### src/rtl/pmon_pkg.sv
package pmon_pkg;
  localparam int NUM_CNT = 7;
  localparam int NUM_MON = 2;
  localparam int IDX_PIX = 0;
  localparam int IDX_CYC = 1;
  localparam int IDX_MON = 2;  // point m: stall at IDX_MON+2m, complete at +1
  localparam int IDX_MISS = 6;
  localparam logic [7:0] BASE_OFS = 8'h34;
endpackage

### src/rtl/pmon_counter.sv
module pmon_counter #(
  parameter int CNT_W = 32
) (
  input  logic             clk_i,
  input  logic             rst_ni,
  input  logic             clr_i,
  input  logic             inc_i,
  output logic [CNT_W-1:0] cnt_o
);
  localparam logic [CNT_W-1:0] MAX = '1;

  always_ff @(posedge clk_i or negedge rst_ni) begin
    if (!rst_ni)                      cnt_o <= '0;
    else if (clr_i)                   cnt_o <= '0;
    else if (inc_i && cnt_o != MAX)   cnt_o <= cnt_o + 1'b1;
  end

  p_clear_r1: assert property (@(posedge clk_i) disable iff (!rst_ni)
    clr_i |=> cnt_o == '0);
  p_sat_hold_r10: assert property (@(posedge clk_i) disable iff (!rst_ni)
    (!clr_i && cnt_o == MAX) |=> cnt_o == MAX);
  p_no_wrap_r10: assert property (@(posedge clk_i) disable iff (!rst_ni)
    (!clr_i && cnt_o != '0) |=> cnt_o != '0);
  p_hold_r9: assert property (@(posedge clk_i) disable iff (!rst_ni)
    (!clr_i && !inc_i) |=> $stable(cnt_o));
endmodule

### src/rtl/pmon_classifier.sv
module pmon_classifier (
  input  logic stb_i,
  input  logic ack_i,
  output logic stall_o,
  output logic comp_o
);
  always_comb begin
    stall_o = stb_i & ~ack_i;
    comp_o  = stb_i & ack_i;
  end

  always_comb begin
    p_exclusive_r5: assert (!(stall_o && comp_o));
  end
endmodule

### src/rtl/pmon_ctrl.sv
module pmon_ctrl (
  input  logic clk_i,
  input  logic rst_ni,
  input  logic start_i,
  input  logic frame_end_i,
  output logic busy_o,
  output logic done_o
);
  always_ff @(posedge clk_i or negedge rst_ni) begin
    if (!rst_ni) begin
      busy_o <= 1'b0;
      done_o <= 1'b0;
    end else begin
      done_o <= busy_o & frame_end_i & ~start_i;
      if (start_i)          busy_o <= 1'b1;
      else if (frame_end_i) busy_o <= 1'b0;
    end
  end

  p_start_busy_r1: assert property (@(posedge clk_i) disable iff (!rst_ni)
    start_i |=> busy_o);
  p_done_pulse_r2: assert property (@(posedge clk_i) disable iff (!rst_ni)
    done_o |=> !done_o);
  p_done_edge_r2: assert property (@(posedge clk_i) disable iff (!rst_ni)
    done_o |-> (!busy_o && $past(busy_o)));
endmodule

### src/rtl/pipe_perf_mon.sv
module pipe_perf_mon
  import pmon_pkg::*;
#(
  parameter int CNT_W = 32,
  parameter int RD_W  = 32
) (
  input  logic                clk_i,
  input  logic                rst_ni,
  input  logic                start_i,
  input  logic                frame_end_i,
  output logic                busy_o,
  output logic                done_o,
  input  logic                pix_wr_i,
  input  logic                pix_offscreen_i,
  input  logic [NUM_MON-1:0]  mon_stb_i,
  input  logic [NUM_MON-1:0]  mon_ack_i,
  input  logic                miss_i,
  input  logic [7:0]          rd_addr_i,
  output logic [RD_W-1:0]     rd_data_o
);
  logic [NUM_CNT-1:0] ev;
  logic [NUM_CNT-1:0] inc;
  logic [CNT_W-1:0]   cnt [NUM_CNT];
  logic               count_en;

  pmon_ctrl u_ctrl (
    .clk_i      (clk_i),
    .rst_ni     (rst_ni),
    .start_i    (start_i),
    .frame_end_i(frame_end_i),
    .busy_o     (busy_o),
    .done_o     (done_o)
  );

  assign count_en     = busy_o & ~start_i;
  assign ev[IDX_PIX]  = pix_wr_i & ~pix_offscreen_i;
  assign ev[IDX_CYC]  = 1'b1;
  assign ev[IDX_MISS] = miss_i;

  for (genvar m = 0; m < NUM_MON; m++) begin : g_mon
    pmon_classifier u_cls (
      .stb_i  (mon_stb_i[m]),
      .ack_i  (mon_ack_i[m]),
      .stall_o(ev[IDX_MON+2*m]),
      .comp_o (ev[IDX_MON+2*m+1])
    );
  end

  assign inc = ev & {NUM_CNT{count_en}};

  for (genvar i = 0; i < NUM_CNT; i++) begin : g_cnt
    pmon_counter #(.CNT_W(CNT_W)) u_cnt (
      .clk_i (clk_i),
      .rst_ni(rst_ni),
      .clr_i (start_i),
      .inc_i (inc[i]),
      .cnt_o (cnt[i])
    );
  end

  always_comb begin
    rd_data_o = '0;
    for (int i = 0; i < NUM_CNT; i++)
      if (rd_addr_i == 8'(int'(BASE_OFS) + 4*i)) rd_data_o = RD_W'(cnt[i]);
  end

  p_idle_cyc_r9: assert property (@(posedge clk_i) disable iff (!rst_ni)
    (!busy_o && !start_i) |=> $stable(cnt[IDX_CYC]));
  p_no_stb_r7: assert property (@(posedge clk_i) disable iff (!rst_ni)
    (!mon_stb_i[0] && !start_i) |=> ($stable(cnt[IDX_MON]) && $stable(cnt[IDX_MON+1])));
  p_offscreen_r4: assert property (@(posedge clk_i) disable iff (!rst_ni)
    (pix_offscreen_i && !start_i) |=> $stable(cnt[IDX_PIX]));
  p_busy_cyc_r3: assert property (@(posedge clk_i) disable iff (!rst_ni)
    (count_en && cnt[IDX_CYC] == '0) |=> cnt[IDX_CYC] != '0);
endmodule

### config.mk
export PLATFORM = sky130hd
export DESIGN_NAME = pipe_perf_mon
export DESIGN_NICKNAME = d
export VERILOG_FILES = /design/src/rtl/pmon_pkg.sv /design/src/rtl/pmon_counter.sv /design/src/rtl/pmon_classifier.sv /design/src/rtl/pmon_ctrl.sv /design/src/rtl/pipe_perf_mon.sv
export SDC_FILE = /design/constraint.sdc
export NUM_CORES = 1
export LEC_CHECK = 0
export ABC_CLOCK_PERIOD_IN_PS = 7000
export BUFFER_PORTS_ARGS = -buffer_cell sky130_fd_sc_hd__buf_2
export CAP_MARGIN = 0
export CORE_ASPECT_RATIO = 0.8
export CORE_UTILIZATION = 30
export CTS_CLUSTER_DIAMETER = 40
export DETAILED_ROUTE_END_ITERATION = 12
export PLACE_DENSITY = 0.54
export SYNTH_ARGS = -nofsm -noshare
export SYNTH_HDL_FRONTEND = slang
export SYNTH_SLANG_ARGS = --single-unit
### constraint.sdc
create_clock -name clk_i -period 7 [get_ports clk_i]
set_input_delay 0.35 -clock clk_i [delete_from_list [all_inputs] [get_ports clk_i]]
set_output_delay 0.35 -clock clk_i [all_outputs]
set_load 0.01 [all_outputs]
==> metrics.md <==
| Metric | Value |
|---|---|
| Iteration-0 DRC count of the detailed router | 1543 |
| CTS resizes | 0 |
| Post-Synthesis Cells | 1711 |
| Amount of wire on met3 after detailed routing | 4554 µm |
| Inserted Diodes | 0 |
| Predominant post-synthesis flop cell | sky130_fd_sc_hd__dfrtp_1 |
| Leakage power total | 5.978 nW |
| Pin count of the biggest net entering global routing | 130 |
| CP Data Required Time | 6.65 ns |
| Average footprint of a synthesized cell | 8.423 µm² |
| Syn Nets | 1737 |
| Violated checks | DRC |
| DRC errors left | 8 |
| Growth of design area from synthesis to finish | 13.86% |
| Power density over the cells | 199.8 mW/mm² |
| Library cell with the largest summed area after synthesis | sky130_fd_sc_hd__dfrtp_1 |
| Count of placed standard cells in the final layout, fillers left out | 2355 |
| CTS buffer count | 36 |
| Actual slew at the worst max-slew pin | 1.293 ns |
| Run status | finished, violations left |
| Fin util | 34.79% |
| Clock-pin slew of the registers on the worst-case setup and hold paths | 0.05 ns |
| DP HPWL | 37370 µm |
| Routed vias | 14090 |
| Placer Congestion | 0.9716 |
| Max-Slew Margin vs Limit | 13.20% |
| Number of maximum-capacitance violations | 0 |
| Synthesized flop and latch total | 226 |
| Vias in the first global route | 12510 |
| Clk_skew | 0.01430 ns |
| Max Transition Viols Final | 0 |
| WS Path Type | input pin to primary output |
| RSZ-0062 raised after global routing | false |
| Hold Crit Class | input pin to register |
| Pre-Repair DR Iteration Count | 12 |
| Most common cell after layout, fill and taps aside | sky130_fd_sc_hd__dfrtp_1 |
| Hold WS | 0.2478 ns |
| All-layer global routing usage | 21.01% |
| Fraction of synthesized cell area taken by the top area cell type | 39.24% |
| Vertical die dimension | 198.0 µm |
| Clk Latency, worst-skew pair | 0.52 ns |
| Dominant cells by area after synthesis | sky130_fd_sc_hd__dfrtp_1, sky130_fd_sc_hd__o21ai_0, sky130_fd_sc_hd__nor2_1 |
| Category of the worst setup path capture point | primary output |
| Starting utilization of the core area | 30.55% |
| Arrival time of data at the critical path endpoint | 4.22 ns |
| # nets final | 1736 |
| Count of unique library cells instantiated by Yosys | 73 |
| GRT overflow | 0 |
| Row count | 71 |
| Number of antenna violations at the first check in global routing | 1 |
| Wire length of the first global-routing pass | 78680 µm |
| Maximum number of buffers from clock root to sink | 3 |
| Endpoints failing hold | 0 |
| Clock period minus worst slack | 4.568 ns |
| Commonest cells after routing, fill and taps aside | sky130_fd_sc_hd__dfrtp_1, sky130_fd_sc_hd__nor2_1, sky130_fd_sc_hd__nand2_1 |
| M1 wire length | 24940 µm |
| Maximum fanout along the worst path | 31 |
| Count of buffers from port buffering | 52 |
| Average routed wire per standard cell | 22.05 µm |
| Root cell of the clock tree | sky130_fd_sc_hd__clkbuf_16 |
| Clock tree from TritonCTS | done |
| Fraction of final layout cells sized beyond drive strength 1 | 10.49% |
| Aggregate routed wire length | 51930 µm |
| Achievable frequency | 218.9 MHz |
| Part of the Yosys area used for sequential elements | 39.24% |
| Horizontal die dimension | 247.1 µm |
| Final period utilization | 65.26% |
| Core Area | 0.04717 mm² |
| CTS H-tree lvls | 2 |
| Async SR Flop Fraction | 100.0% |
| Warning count from the yosys run | 0 |
| Clock sink count | 226 |
| Setup violation total in the final timing report | 0 |
| Fillers | 4863 |
| Critical Path Start Type | input pin |
| Die Footprint | 0.04893 mm² |
| Summed negative setup slack over all endpoints | 0 ns |
| Max IR drop VDD | 0.1464 mV |
| Via density per instance | 5.983 |
| Number of cells in the design after placement | 2290 |
| Post-route antenna net violation count | 0 |
| Length of routed met2 wiring | 21040 µm |
| Cell area after synthesis | 0.01441 mm² |
| Number of ports placed on the die boundary | 53 |
| Number of enable-type register cells in the synthesized netlist | 0 |
| Highest signal layer in the routed design | met5 |
## registers in the layout (all words and copies together) (netlist names)
name	flops
u_ctrl.busy_o	1
u_ctrl.done_o	1
g_cnt.u_cnt.cnt_o	224
## layer usage
layer	GRT usage [%]	vias to the layer above
met5	0	-
met1	32.47	6980
met4	6.241	2
li1	-	6475
met2	28.44	561
met3	4.581	73
## metrics by stage
stage / setup WS [ns] / total power [mW] / instance area, µm²
after floorplan: 4.517 / 1.409 / 14410
after global placement: 2.819 / 1.485 / 15180
after detailed placement: 2.680 / 1.487 / 15180
after CTS: 2.673 / 3.316 / 16410
after global routing: 2.334 / 3.391 / 16410
final: 2.432 / 3.279 / 16410
## power by group
part | internal, mW | total [mW] | switching (mW)
registers | 1.31 | 1.32 | 0.00873
clock network | 1.14 | 1.82 | 0.680
logic | 0.0314 | 0.143 | 0.111
total | 2.48 | 3.28 | 0.800
## worst paths after layout
check	endpoint	slack [ns]	startpoint	cells after the start
worst min-delay path	g_cnt[6].u_cnt.cnt_o[2]$_DFFE_PN0P_	0.25	miss_i	3
worst max register to register	g_cnt[0].u_cnt.cnt_o[6]$_DFFE_PN0P_	3.84	g_cnt[0].u_cnt.cnt_o[8]$_DFFE_PN0P_	5
worst max-delay path	rd_data_o[27]	2.43	rd_addr_i[5]	7
max in group asynchronous	g_cnt[3].u_cnt.cnt_o[26]$_DFFE_PN0P_	5.02	rst_ni	3
min in group asynchronous	g_cnt[6].u_cnt.cnt_o[22]$_DFFE_PN0P_	0.42	rst_ni	2
worst min register to register	g_cnt[1].u_cnt.cnt_o[6]$_DFFE_PN0P_	0.52	g_cnt[1].u_cnt.cnt_o[6]$_DFFE_PN0P_	1
## final cells by class
type / count / area [µm²] / share of cell area (%)
Tap cell: 620 / 775.7 / 4.727
Sequential cell: 226 / 5655 / 34.46
Clock buffer: 45 / 1006 / 6.130
Multi-Input combinational cell: 1351 / 8250 / 50.28
Timing Repair Buffer: 70 / 429.2 / 2.615
Inverter: 25 / 93.84 / 0.5719
Clock inverter: 18 / 198.9 / 1.212
## timing repair
action | in CTS | in global routing
endpoints found under the hold margin | 99 | 0
hold buffers | 2 | 0
setup buffers | 0 | 0
## Yosys cell counts (all sizes together) (26+ instances only)
master / instances
mux2i: 35
or3: 73
nor4: 35
a21oi: 127
nand3: 87
nand2: 147
or4: 59
o21ai: 138
nand4: 65
nor2b: 26
o31ai: 44
dfrtp: 226
clkbuf: 85
mux2: 29
and3: 26
nor2: 171
xnor2: 45
## critical path: stages
cell	delay, ns
sky130_fd_sc_hd__buf_2	0.11
sky130_fd_sc_hd__nor4b_1	0.96
sky130_fd_sc_hd__and2_1	0.92
sky130_fd_sc_hd__and3_1	1.05
sky130_fd_sc_hd__a22oi_1	0.29
sky130_fd_sc_hd__o211ai_1	0.31
sky130_fd_sc_hd__buf_2	0.22
## cell families after synthesis
logic type | share of synthesized area, %
AO/OA/AOI/OAI | 19.31
XOR/XNOR | 3.282
adder cells (fa/ha/maj) | 0.6077
buffers and inverters | 3.681
flip-flops | 39.24
multiplexers | 4.749
AND/OR/NAND/NOR | 29.13
Note: power is estimated with default switching activity, not from simulation.
